$ cat config.mk
export PLATFORM = sky130hd
export DESIGN_NAME = stack_engine
export DESIGN_NICKNAME = d
export VERILOG_FILES = /design/src/rtl/stk_pkg.sv /design/src/rtl/stk_ptr.sv /design/src/rtl/stk_seq.sv /design/src/rtl/stk_gather.sv /design/src/rtl/stack_engine.sv
export SDC_FILE = /design/constraint.sdc
export NUM_CORES = 1
export LEC_CHECK = 0
export BUFFER_PORTS_ARGS = -buffer_cell sky130_fd_sc_hd__clkbuf_2
export CORE_AREA = 2 2 131 133
export CTS_CLUSTER_SIZE = 14
export DETAILED_ROUTE_END_ITERATION = 8
export DIE_AREA = 0 0 133 135
export GPL_TIMING_DRIVEN = 0
export HOLD_SLACK_MARGIN = 0.03
export PLACE_DENSITY = 0.65
export SETUP_SLACK_MARGIN = 0.4
export SYNTH_ARGS = -nofsm -noshare
export SYNTH_HDL_FRONTEND = slang
export SYNTH_SLANG_ARGS = --single-unit
$ cat constraint.sdc
create_clock -name clk -period 8.6 [get_ports clk]
set_clock_uncertainty 0.15 [all_clocks]
set_input_delay 2.15 -clock clk [delete_from_list [all_inputs] [get_ports clk]]
set_output_delay 2.15 -clock clk [all_outputs]
set_load 0.01 [all_outputs]
$ cat src/rtl/stk_pkg.sv
package stk_pkg;

    localparam int BYTE_W       = 8;
    localparam int WORD_W       = 2 * BYTE_W;
    localparam int ADDR_W       = WORD_W;
    localparam int MAX_STEPS    = 4;
    localparam int IDX_W        = $clog2(MAX_STEPS);
    localparam int GATHER_W     = MAX_STEPS * BYTE_W;
    localparam int CALL_REG_LEN = 2;
    localparam int CALL_IMM_LEN = 3;

    typedef enum logic [7:0] {
        OP_RET   = 8'h50,
        OP_CALLR = 8'h51,
        OP_RETI  = 8'h54,
        OP_PUSHW = 8'h55,
        OP_POPW  = 8'h5D,
        OP_CALLI = 8'h5E,
        OP_PUSHB = 8'h61,
        OP_POPB  = 8'h65
    } op_e;

    // one memory access of a command
    typedef struct packed {
        logic wr;
        logic rd;
        logic hi;    // write selects the high byte of the staged word
        logic last;
    } step_t;

    // operands captured at acceptance
    typedef struct packed {
        logic [WORD_W-1:0] wword;
        logic [WORD_W-1:0] keep;
        logic [ADDR_W-1:0] target;
    } cmd_t;

    function automatic logic is_legal(input logic [7:0] code);
        case (code)
            8'h50, 8'h51, 8'h54, 8'h55,
            8'h5D, 8'h5E, 8'h61, 8'h65: is_legal = 1'b1;
            default:                    is_legal = 1'b0;
        endcase
    endfunction

    function automatic step_t plan_step(input op_e op, input logic [IDX_W-1:0] idx);
        step_t s;
        s = '0;
        case (op)
            OP_PUSHW, OP_CALLR, OP_CALLI: begin
                s.wr   = 1'b1;
                s.hi   = (idx == IDX_W'(0));
                s.last = (idx == IDX_W'(1));
            end
            OP_PUSHB: begin
                s.wr   = 1'b1;
                s.last = 1'b1;
            end
            OP_POPW, OP_RET: begin
                s.rd   = 1'b1;
                s.last = (idx == IDX_W'(1));
            end
            OP_POPB: begin
                s.rd   = 1'b1;
                s.last = 1'b1;
            end
            OP_RETI: begin
                s.rd   = 1'b1;
                s.last = (idx == IDX_W'(MAX_STEPS - 1));
            end
            default: s = '0;
        endcase
        return s;
    endfunction

endpackage

$ cat src/rtl/stk_ptr.sv
module stk_ptr
    import stk_pkg::*;
#(
    parameter logic [ADDR_W-1:0] RST_VAL = '0
) (
    input  logic              clk,
    input  logic              rst,
    input  logic              inc,
    input  logic              dec,
    output logic [ADDR_W-1:0] sp,
    output logic [ADDR_W-1:0] below
);

    assign below = sp - ADDR_W'(1);

    always_ff @(posedge clk) begin
        if (rst)      sp <= RST_VAL;
        else if (inc) sp <= sp + ADDR_W'(1);
        else if (dec) sp <= below;
    end

    AST_PTR_EXCL: assert property (@(posedge clk) disable iff (rst)
        !(inc && dec));

endmodule

$ cat src/rtl/stk_seq.sv
module stk_seq
    import stk_pkg::*;
(
    input  logic             clk,
    input  logic             rst,
    input  logic             cmd_valid,
    input  logic [7:0]       cmd_op,
    output logic             busy,
    output logic             start,
    output op_e              op,
    output logic [IDX_W-1:0] idx,
    output step_t            step
);

    typedef enum logic { S_IDLE, S_RUN } st_e;
    st_e st;

    assign busy  = (st == S_RUN);
    assign start = cmd_valid && !busy && is_legal(cmd_op);
    assign step  = busy ? plan_step(op, idx) : '0;

    always_ff @(posedge clk) begin
        if (rst) begin
            st  <= S_IDLE;
            op  <= OP_PUSHW;
            idx <= '0;
        end else if (start) begin
            st  <= S_RUN;
            op  <= op_e'(cmd_op);
            idx <= '0;
        end else if (busy) begin
            if (step.last) begin
                st  <= S_IDLE;
                idx <= '0;
            end else begin
                idx <= idx + IDX_W'(1);
            end
        end
    end

    AST_START_BUSY: assert property (@(posedge clk) disable iff (rst)
        start |=> busy);

endmodule

$ cat src/rtl/stk_gather.sv
module stk_gather
    import stk_pkg::*;
(
    input  logic                clk,
    input  logic                rst,
    input  logic                capture,
    input  logic [IDX_W-1:0]    idx,
    input  logic [BYTE_W-1:0]   rdata,
    output logic [GATHER_W-1:0] merged
);

    for (genvar g = 0; g < MAX_STEPS; g++) begin : g_lane
        logic [BYTE_W-1:0] hold_q;
        logic              hit;

        assign hit = capture && (idx == IDX_W'(g));
        assign merged[g*BYTE_W +: BYTE_W] = hit ? rdata : hold_q;

        always_ff @(posedge clk) begin
            if (rst)      hold_q <= '0;
            else if (hit) hold_q <= rdata;
        end
    end

endmodule

$ cat src/rtl/stack_engine.sv
module stack_engine
    import stk_pkg::*;
#(
    parameter logic [ADDR_W-1:0] SP_RESET = '0
) (
    input  logic              clk,
    input  logic              rst,
    input  logic              cmd_valid,
    input  logic [7:0]        cmd_op,
    input  logic [WORD_W-1:0] cmd_reg,
    input  logic [WORD_W-1:0] cmd_imm,
    input  logic [ADDR_W-1:0] cur_pc,
    output logic              busy,
    output logic [ADDR_W-1:0] mem_addr,
    output logic              mem_we,
    output logic              mem_re,
    output logic [BYTE_W-1:0] mem_wdata,
    input  logic [BYTE_W-1:0] mem_rdata,
    output logic              done,
    output logic              pc_load,
    output logic [ADDR_W-1:0] pc_out,
    output logic              flags_load,
    output logic [WORD_W-1:0] flags_out,
    output logic              reg_load,
    output logic [WORD_W-1:0] reg_out,
    output logic [ADDR_W-1:0] sp_out
);

    logic              start;
    op_e               op;
    logic [IDX_W-1:0]  idx;
    step_t             step;
    logic [ADDR_W-1:0] sp_below;
    logic [GATHER_W-1:0] merged;
    cmd_t              lat;
    logic              is_call, is_calli;

    stk_seq u_seq (
        .clk       (clk),
        .rst       (rst),
        .cmd_valid (cmd_valid),
        .cmd_op    (cmd_op),
        .busy      (busy),
        .start     (start),
        .op        (op),
        .idx       (idx),
        .step      (step)
    );

    stk_ptr #(.RST_VAL(SP_RESET)) u_ptr (
        .clk   (clk),
        .rst   (rst),
        .inc   (step.wr),
        .dec   (step.rd),
        .sp    (sp_out),
        .below (sp_below)
    );

    stk_gather u_gather (
        .clk     (clk),
        .rst     (rst),
        .capture (step.rd),
        .idx     (idx),
        .rdata   (mem_rdata),
        .merged  (merged)
    );

    // capture operands when a command is taken
    assign is_calli = (cmd_op == 8'(OP_CALLI));
    assign is_call  = is_calli || (cmd_op == 8'(OP_CALLR));

    always_ff @(posedge clk) begin
        if (rst) begin
            lat <= '0;
        end else if (start) begin
            lat.keep   <= cmd_reg;
            lat.wword  <= is_call
                        ? cur_pc + (is_calli ? ADDR_W'(CALL_IMM_LEN) : ADDR_W'(CALL_REG_LEN))
                        : cmd_reg;
            lat.target <= is_calli ? cmd_imm : cmd_reg;
        end
    end

    // memory port: push at SP, pop at SP-1
    assign mem_we    = step.wr;
    assign mem_re    = step.rd;
    assign mem_addr  = step.wr ? sp_out : sp_below;
    assign mem_wdata = step.hi ? lat.wword[WORD_W-1:BYTE_W] : lat.wword[BYTE_W-1:0];

    // results, registered on the last access
    always_ff @(posedge clk) begin
        if (rst) begin
            done       <= 1'b0;
            pc_load    <= 1'b0;
            flags_load <= 1'b0;
            reg_load   <= 1'b0;
            pc_out     <= '0;
            flags_out  <= '0;
            reg_out    <= '0;
        end else begin
            done       <= step.last;
            pc_load    <= 1'b0;
            flags_load <= 1'b0;
            reg_load   <= 1'b0;
            if (step.last) begin
                case (op)
                    OP_POPW: begin
                        reg_out  <= merged[WORD_W-1:0];
                        reg_load <= 1'b1;
                    end
                    OP_POPB: begin
                        reg_out  <= {lat.keep[WORD_W-1:BYTE_W], merged[BYTE_W-1:0]};
                        reg_load <= 1'b1;
                    end
                    OP_RET: begin
                        pc_out  <= merged[WORD_W-1:0];
                        pc_load <= 1'b1;
                    end
                    OP_RETI: begin
                        flags_out  <= merged[WORD_W-1:0];
                        pc_out     <= merged[2*WORD_W-1:WORD_W];
                        flags_load <= 1'b1;
                        pc_load    <= 1'b1;
                    end
                    OP_CALLR, OP_CALLI: begin
                        pc_out  <= lat.target;
                        pc_load <= 1'b1;
                    end
                    default: ;
                endcase
            end
        end
    end

    AST_IDLE_QUIET: assert property (@(posedge clk) disable iff (rst)
        !busy |-> (!mem_we && !mem_re));

    AST_EXCL_ACCESS: assert property (@(posedge clk) disable iff (rst)
        !(mem_we && mem_re));

    AST_WR_ADVANCE: assert property (@(posedge clk) disable iff (rst)
        mem_we |=> (sp_out == $past(sp_out) + ADDR_W'(1)));

    AST_RD_RETREAT: assert property (@(posedge clk) disable iff (rst)
        mem_re |=> (sp_out == $past(sp_out) - ADDR_W'(1)));

    AST_DONE_SINGLE: assert property (@(posedge clk) disable iff (rst)
        done |=> !done);

    AST_LOAD_WITH_DONE: assert property (@(posedge clk) disable iff (rst)
        (pc_load || flags_load || reg_load) |-> done);

endmodule

# [After elaboration in Yosys (flattened, before gate mapping)]
# Cells that the tools add are included.
[totals] register_bits=159 output_inout_bits=95 word_cells=94
[op_classes] addsub=4 eq_ne=19 muxes=26 n_bitwise=1 reduce_logical=26
[op_table] operator="equality test 8 x 7 -> 1 bit (second input constant)" count=16
[op_table] operator="2-to-1 mux 16 bit" count=5
[op_table] operator="one-hot mux 16 bit (3 select lines)" count=1
[op_table] operator="2-to-1 mux 8 bit" count=5
[op_table] operator="one-hot mux 16 bit (2 select lines)" count=1
[op_table] operator="adder 16 x 1 -> 16 bit (second input constant)" count=1
[op_table] operator="adder 16 x 2 -> 16 bit" count=1
[op_table] operator="subtractor 16 x 1 -> 16 bit (second input constant)" count=1
[op_table] operator="OR reduction 4 bit" count=3
[op_table] operator="2-to-1 mux 1 bit" count=11
[op_table] operator="OR reduction 2 bit" count=5
[op_table] operator="OR reduction 8 bit" count=1
[op_table] operator="logical AND 1 bit" count=6
[op_table] operator="AND reduction 2 bit" count=3
[op_table] operator="OR reduction 5 bit" count=1
[op_table] operator="equality test 2 bit (second input constant)" count=2
[op_table] operator="2-to-1 mux 4 bit" count=1
[op_table] operator="nonzero test 2 bit" count=2
[op_table] operator="one-hot mux 1 bit (3 select lines)" count=1
[op_table] operator="nonzero test 3 bit" count=1
[op_table] operator="OR reduction 3 bit" count=1
[op_table] operator="adder 2 x 1 -> 2 bit (second input constant)" count=1
[op_table] operator="equality test 2 x 1 -> 1 bit (second input constant)" count=1
[op_table] operator="logical NOT 2 bit" count=1
[op_table] operator="4 further kinds" count=4

# [Depth between registers and ports, before layout]
[logic_depth] depth_word=7 ltp_mapped=13 mapped_depth_nobuf=12

# [Modules after synthesis]
# From an unflattened synthesis, not the netlist that was laid out.
[unflattened] cells_unflattened=917 hier_area_um2=8229.1
[by_module_without_submodules] mod="stack_engine" instances=1 cells_per_inst=518 area_each_um2=4580.6
[by_module_without_submodules] mod="stk_gather" instances=1 cells_per_inst=152 area_each_um2=1675.4
[by_module_without_submodules] mod="stk_ptr" instances=1 cells_per_inst=164 area_each_um2=1258.7
[by_module_without_submodules] mod="stk_seq" instances=1 cells_per_inst=83 area_each_um2=714.4

# [Worst setup path before layout]
# No wires, ideal clock.
[synth_path] path_kind="input-to-reg" from="input cmd_op[7]" to="register lat[46] in the netlist's numbering" setup_time_ns=0.132 arrival_ns=4.809 t_required_ns=8.318 path_slack_ns=3.509 path_stages=13 cell_sequence="or4bb_1 -> clkbuf_1 -> nor2_2 -> buf_2 -> ha_1 -> inv_1 -> ha_1 -> nand2b_1 -> nor4_1 -> xnor2_1 -> nand2_1 -> o211ai_1 -> a21oi_1"
[synth_via] elab_chain_cells=4 elab_cells_between_ends=15 classes_between="add/sub (1); eq/ne (8); mux (3); reduce/logical (3)"
[synth_lines] item="start: declaration" line="stack_engine.sv:9" text="input logic [7:0] cmd_op,"
[synth_lines] item="equality test 8 x 7 -> 1 bit (on tied branches)" line="stk_pkg.sv:39, stack_engine.sv:69, stack_engine.sv:70"
[synth_lines] item="2-to-1 mux 1 bit / OR reduction 8 bit (equally long branches)" line="stack_engine.sv:78, stk_pkg.sv:39"
[synth_lines] item="adder 16 x 2 -> 16 bit / 2-to-1 mux 1 bit (equally long branches)" line="stack_engine.sv:78, stk_pkg.sv:39"
[synth_lines] item="2-to-1 mux 16 bit / logical AND 1 bit (equally long branches)" line="stack_engine.sv:78, stk_seq.sv:19"
[synth_lines] item="end: declaration" line="stack_engine.sv:35" text="cmd_t lat;"
# Parallel ways exist; a longest one is shown, timed or not.
# A chain may end at the register's enable or synchronous reset.

# [Final worst setup path]
[layout_path] from="register u_ptr.sp[1]" to="output mem_addr[14]"
[layout_via] elab_chain_cells=2
[layout_lines] item="start: declaration" line="stk_ptr.sv:10" text="output logic [ADDR_W-1:0] sp,"
[layout_lines] item="start signal: assignment" line="stk_ptr.sv:18" text="else if (inc) sp <= sp + ADDR_W'(1);"
[layout_lines] item="start signal: assignment" line="stk_ptr.sv:19" text="else if (dec) sp <= below;"
[layout_lines] item="subtractor 16 x 1 -> 16 bit" line="stk_ptr.sv:14" text="assign below = sp - ADDR_W'(1);"
[layout_lines] item="2-to-1 mux 16 bit" line="stack_engine.sv:87" text="assign mem_addr = step.wr ? sp_out : sp_below;"
[layout_lines] item="end: declaration" line="stack_engine.sv:14" text="output logic [ADDR_W-1:0] mem_addr,"
# No other way between the ends.

==> key figures <==
Detailed routing
  – Vias per cell: 5.55
  – Starting DRT DRC Count: 605
  – Routed Antenna Nets: 0
  – DRC errors left: 0
  – First-pass DRT Iterations: 5
  – Final wirelength: 22900 um
  – Drt wl/cell: 17.9 um
  – Vias: 7124

GRT
  – Maximum number of pins on one net before global-route repair: 17
  – Initial antenna violation count: 0
  – Global Route Usage Sum: 0.257
  – Number of global-route vias before repair: 6727
  – Grt ovf: 0
  – First-pass GRT wire length: 35900 um

Timing
  – Final worst path period share: 0.626
  – Final setup fails: 0
  – Crit path time final: 5380 ps
  – Worst relative slew slack: 0.404
  – Setup TNS: 0 ps
  – Slew @ Worst Pin: 889 ps
  – Achievable Freq: 186 MHz
  – Max Slew Vio Count: 0
  – Hold Vio Cnt, Final: 0
  – RSZ-0062 raised after global routing: no

Synth
  – Yosys top cell area share: 0.404
  – Register area share after synthesis: 0.404
  – Synth area leader: dfxtp_1
  – Post-synthesis cell count: 872
  – Async S/R FF share, synth: 0
  – Area of the mapped netlist: 7480 um^2
  – Ys flop type: dfxtp_1
  – Post-synth EDFFs: 0
  – Cell with the most instances after synthesis: dfxtp_1
  – Yosys warns: 0
  – Cells taking the most area after synthesis: dfxtp_1, mux2i_1, nor2_1, nand2_1, a21oi_1
  – Synth top cells by count: dfxtp_1, nor2_1, nand2_1, a21oi_1, mux2i_1
  – Yosys cell types: 71
  – Syn Area/Cell: 8.57 um^2
  – Mapped Nets: 949
  – Synth Register Bits: 151

Setup path
  – Delay-heaviest family, CP: simple AND/OR/NAND/NOR gates
  – Crit Path Category: flop to output port
  – Critical Path Sink Type: output port
  – Max incr delay on CP: 500 ps
  – Worst Path Required: 6300 ps
  – Cell mode on critical path: or3b_4
  – Startpoint types: flop
  – Worst Path Max Fanout: 10
  – WP buf/inv: 3
  – Critical-path cell list: clkbuf_1, inv_1, ha_1, or3b_4, or3b_4, or4_4, nor2_1, xor2_1, clkbuf_2
  – Reg2Reg Setup Slack: 5740 ps
  – Worst Path Arrival: 3080 ps
  – Critical-path top delay cell: or4_4

Pwr
  – Power Internal: 1250 uW
  – Max VDD drop: 0.171 mV
  – Comb pwr share: 0.075
  – Pleak: 0.00374 uW
  – Pwr per Cell Area: 181 nW/um^2
  – Clock share of power: 0.501
  – Sw Pwr: 416 uW
  – Sw Share: 0.250
  – Share of power burned in registers: 0.424

Place
  – HPWL after DPL: 17100 um
  – RD Place Congestion: 0.923
  – Placed Instances: 1252
  – Port Buf Inserts: 160

Finish
  – Area added between synthesis and finish: 23.2%
  – Diode count: 0
  – Fin cells: 1284
  – Fill cell count: 1572
  – Fin nets: 1128
  – Multi-input gate area: 4120 um^2
  – Layout cells sized above 1: 0.226
  – Post-layout util: 0.561
  – Register Area: 3020 um^2

Clocking
  – Htree depth: 4
  – # clock sinks: 151
  – CTS tree: yes
  – Root Buffer: clkbuf_16
  – Post-CTS Setup Inserts: 0
  – CTS max path bufs: 2
  – Post-CTS Hold Buffers: 0
  – Post-CTS resize count: 0
  – Worst-skew pair later-pin latency: 430 ps
  – CTS Buf Count: 17
  – Clock slew at reported path FFs: 60 ps

Die
  – Die Y: 135 um
  – Core area: 16400 um^2
  – Starting Density: 0.456
  – Die W: 133 um
  – # IOs: 162
  – Rows: 47
  – DIE AREA: 18000 um^2

Run
  – Max_cap viols: 0

Run status
  – Status: finished clean

Worst hold path
  – Path category of the worst min-delay check: flop to flop
==> worst min-delay path: cells and delay by family, from the launching register on <==
kind / cells / cell delay [ps]
DFF: 1 / 310
and+or+nand+nor: 1 / 50
AOI/OAI and AO/OA: 1 / 50
==> flip-flops by register name, indices dropped and copies added, names as in the netlist, 2 cells and up <==
register                count
lat                        40
u_gather.g_lane.hold_q     32
flags_out                  16
pc_out                     16
reg_out                    16
u_ptr.sp                   16
u_seq.op                    8
u_seq.idx                   2
==> through the flow <==
step                hold WS (ps)  total power, uW  setup WS [ps]  cell area [um^2]
floorplan                    278              786           3510              7480
global placement             290              843           3030              8550
detailed placement           297              844           3030              8550
CTS                          306             1670           3210              9210
global route                 324             1710           3050              9210
finish                       306             1660           3220              9210
==> power by group through the flow <==
stage,clock [uW],sequential [uW],combinational (uW)
after floorplan,0,721,65.4
after global placement,0,721,122
after detailed placement,0,721,123
after CTS,840,705,123
after global routing,868,706,134
final,833,705,124
==> layout make-up <==
type / instances / area share
Clock buffer: 17 / 0.0462
Buffer: 64 / 0.0288
Clock inverter: 15 / 0.0250
Tap cell: 220 / 0.0299
Inverter: 18 / 0.00734
Sequential cell: 151 / 0.328
Multi-Input combinational cell: 639 / 0.447
Timing Repair Buffer: 160 / 0.0870
==> worst paths after layout <==
kind | cells past startpoint | start | to
hold / removal | 2 | lat[38] | lat[38]
hold reg to reg | 2 | lat[38] | lat[38]
setup / recovery | 9 | u_ptr.sp[1] | mem_addr[14]
setup reg to reg | 8 | u_seq.op[5] | pc_out[4]
==> routing by layer <==
| metal | global-route usage | vias up | share of wire |
|---|---|---|---|
| met5 | 0 | - | 0 |
| met4 | 0.0777 | 0 | 0.016 |
| met3 | 0.0507 | 26 | 0.074 |
| met2 | 0.410 | 278 | 0.45 |
| met1 | 0.352 | 3344 | 0.46 |
| li1 | - | 3476 | - |
==> cell families (layout without fill, tap and decap cells) <==
group | count (synthesis) | after routing | share of synthesized area
adder cells (fa/ha/maj) | 10 | 10 | 0.0167
multiplexers | 64 | 64 | 0.0877
flip-flops | 151 | 151 | 0.404
AO/OA/AOI/OAI | 199 | 199 | 0.193
XOR/XNOR | 38 | 38 | 0.0445
AND/OR/NAND/NOR | 328 | 328 | 0.209
buffers and inverters | 82 | 274 | 0.0445
==> cells in the final DEF, fill, tap and decap left out, drive strengths merged, types with 4 or more instances in the layout <==
master	n
clkbuf	223
dfxtp	151
nor2	128
nand2	89
a21oi	57
mux2i	52
a211oi	36
inv	25
xnor2	23
nand2b	21
buf	18
nor3	17
o211ai	16
xor2	15
a311oi	14
o21ai	14
mux2	12
nor3b	11
nand3	10
a21o	10
ha	10
nand4	8
a211o	8
a222oi	7
o22ai	6
nor4	5
and3	5
nor2b	5
or4	5
and2	4
o32ai	4
bufinv	4
or3b	4
Power figures use the tool's default switching activity.
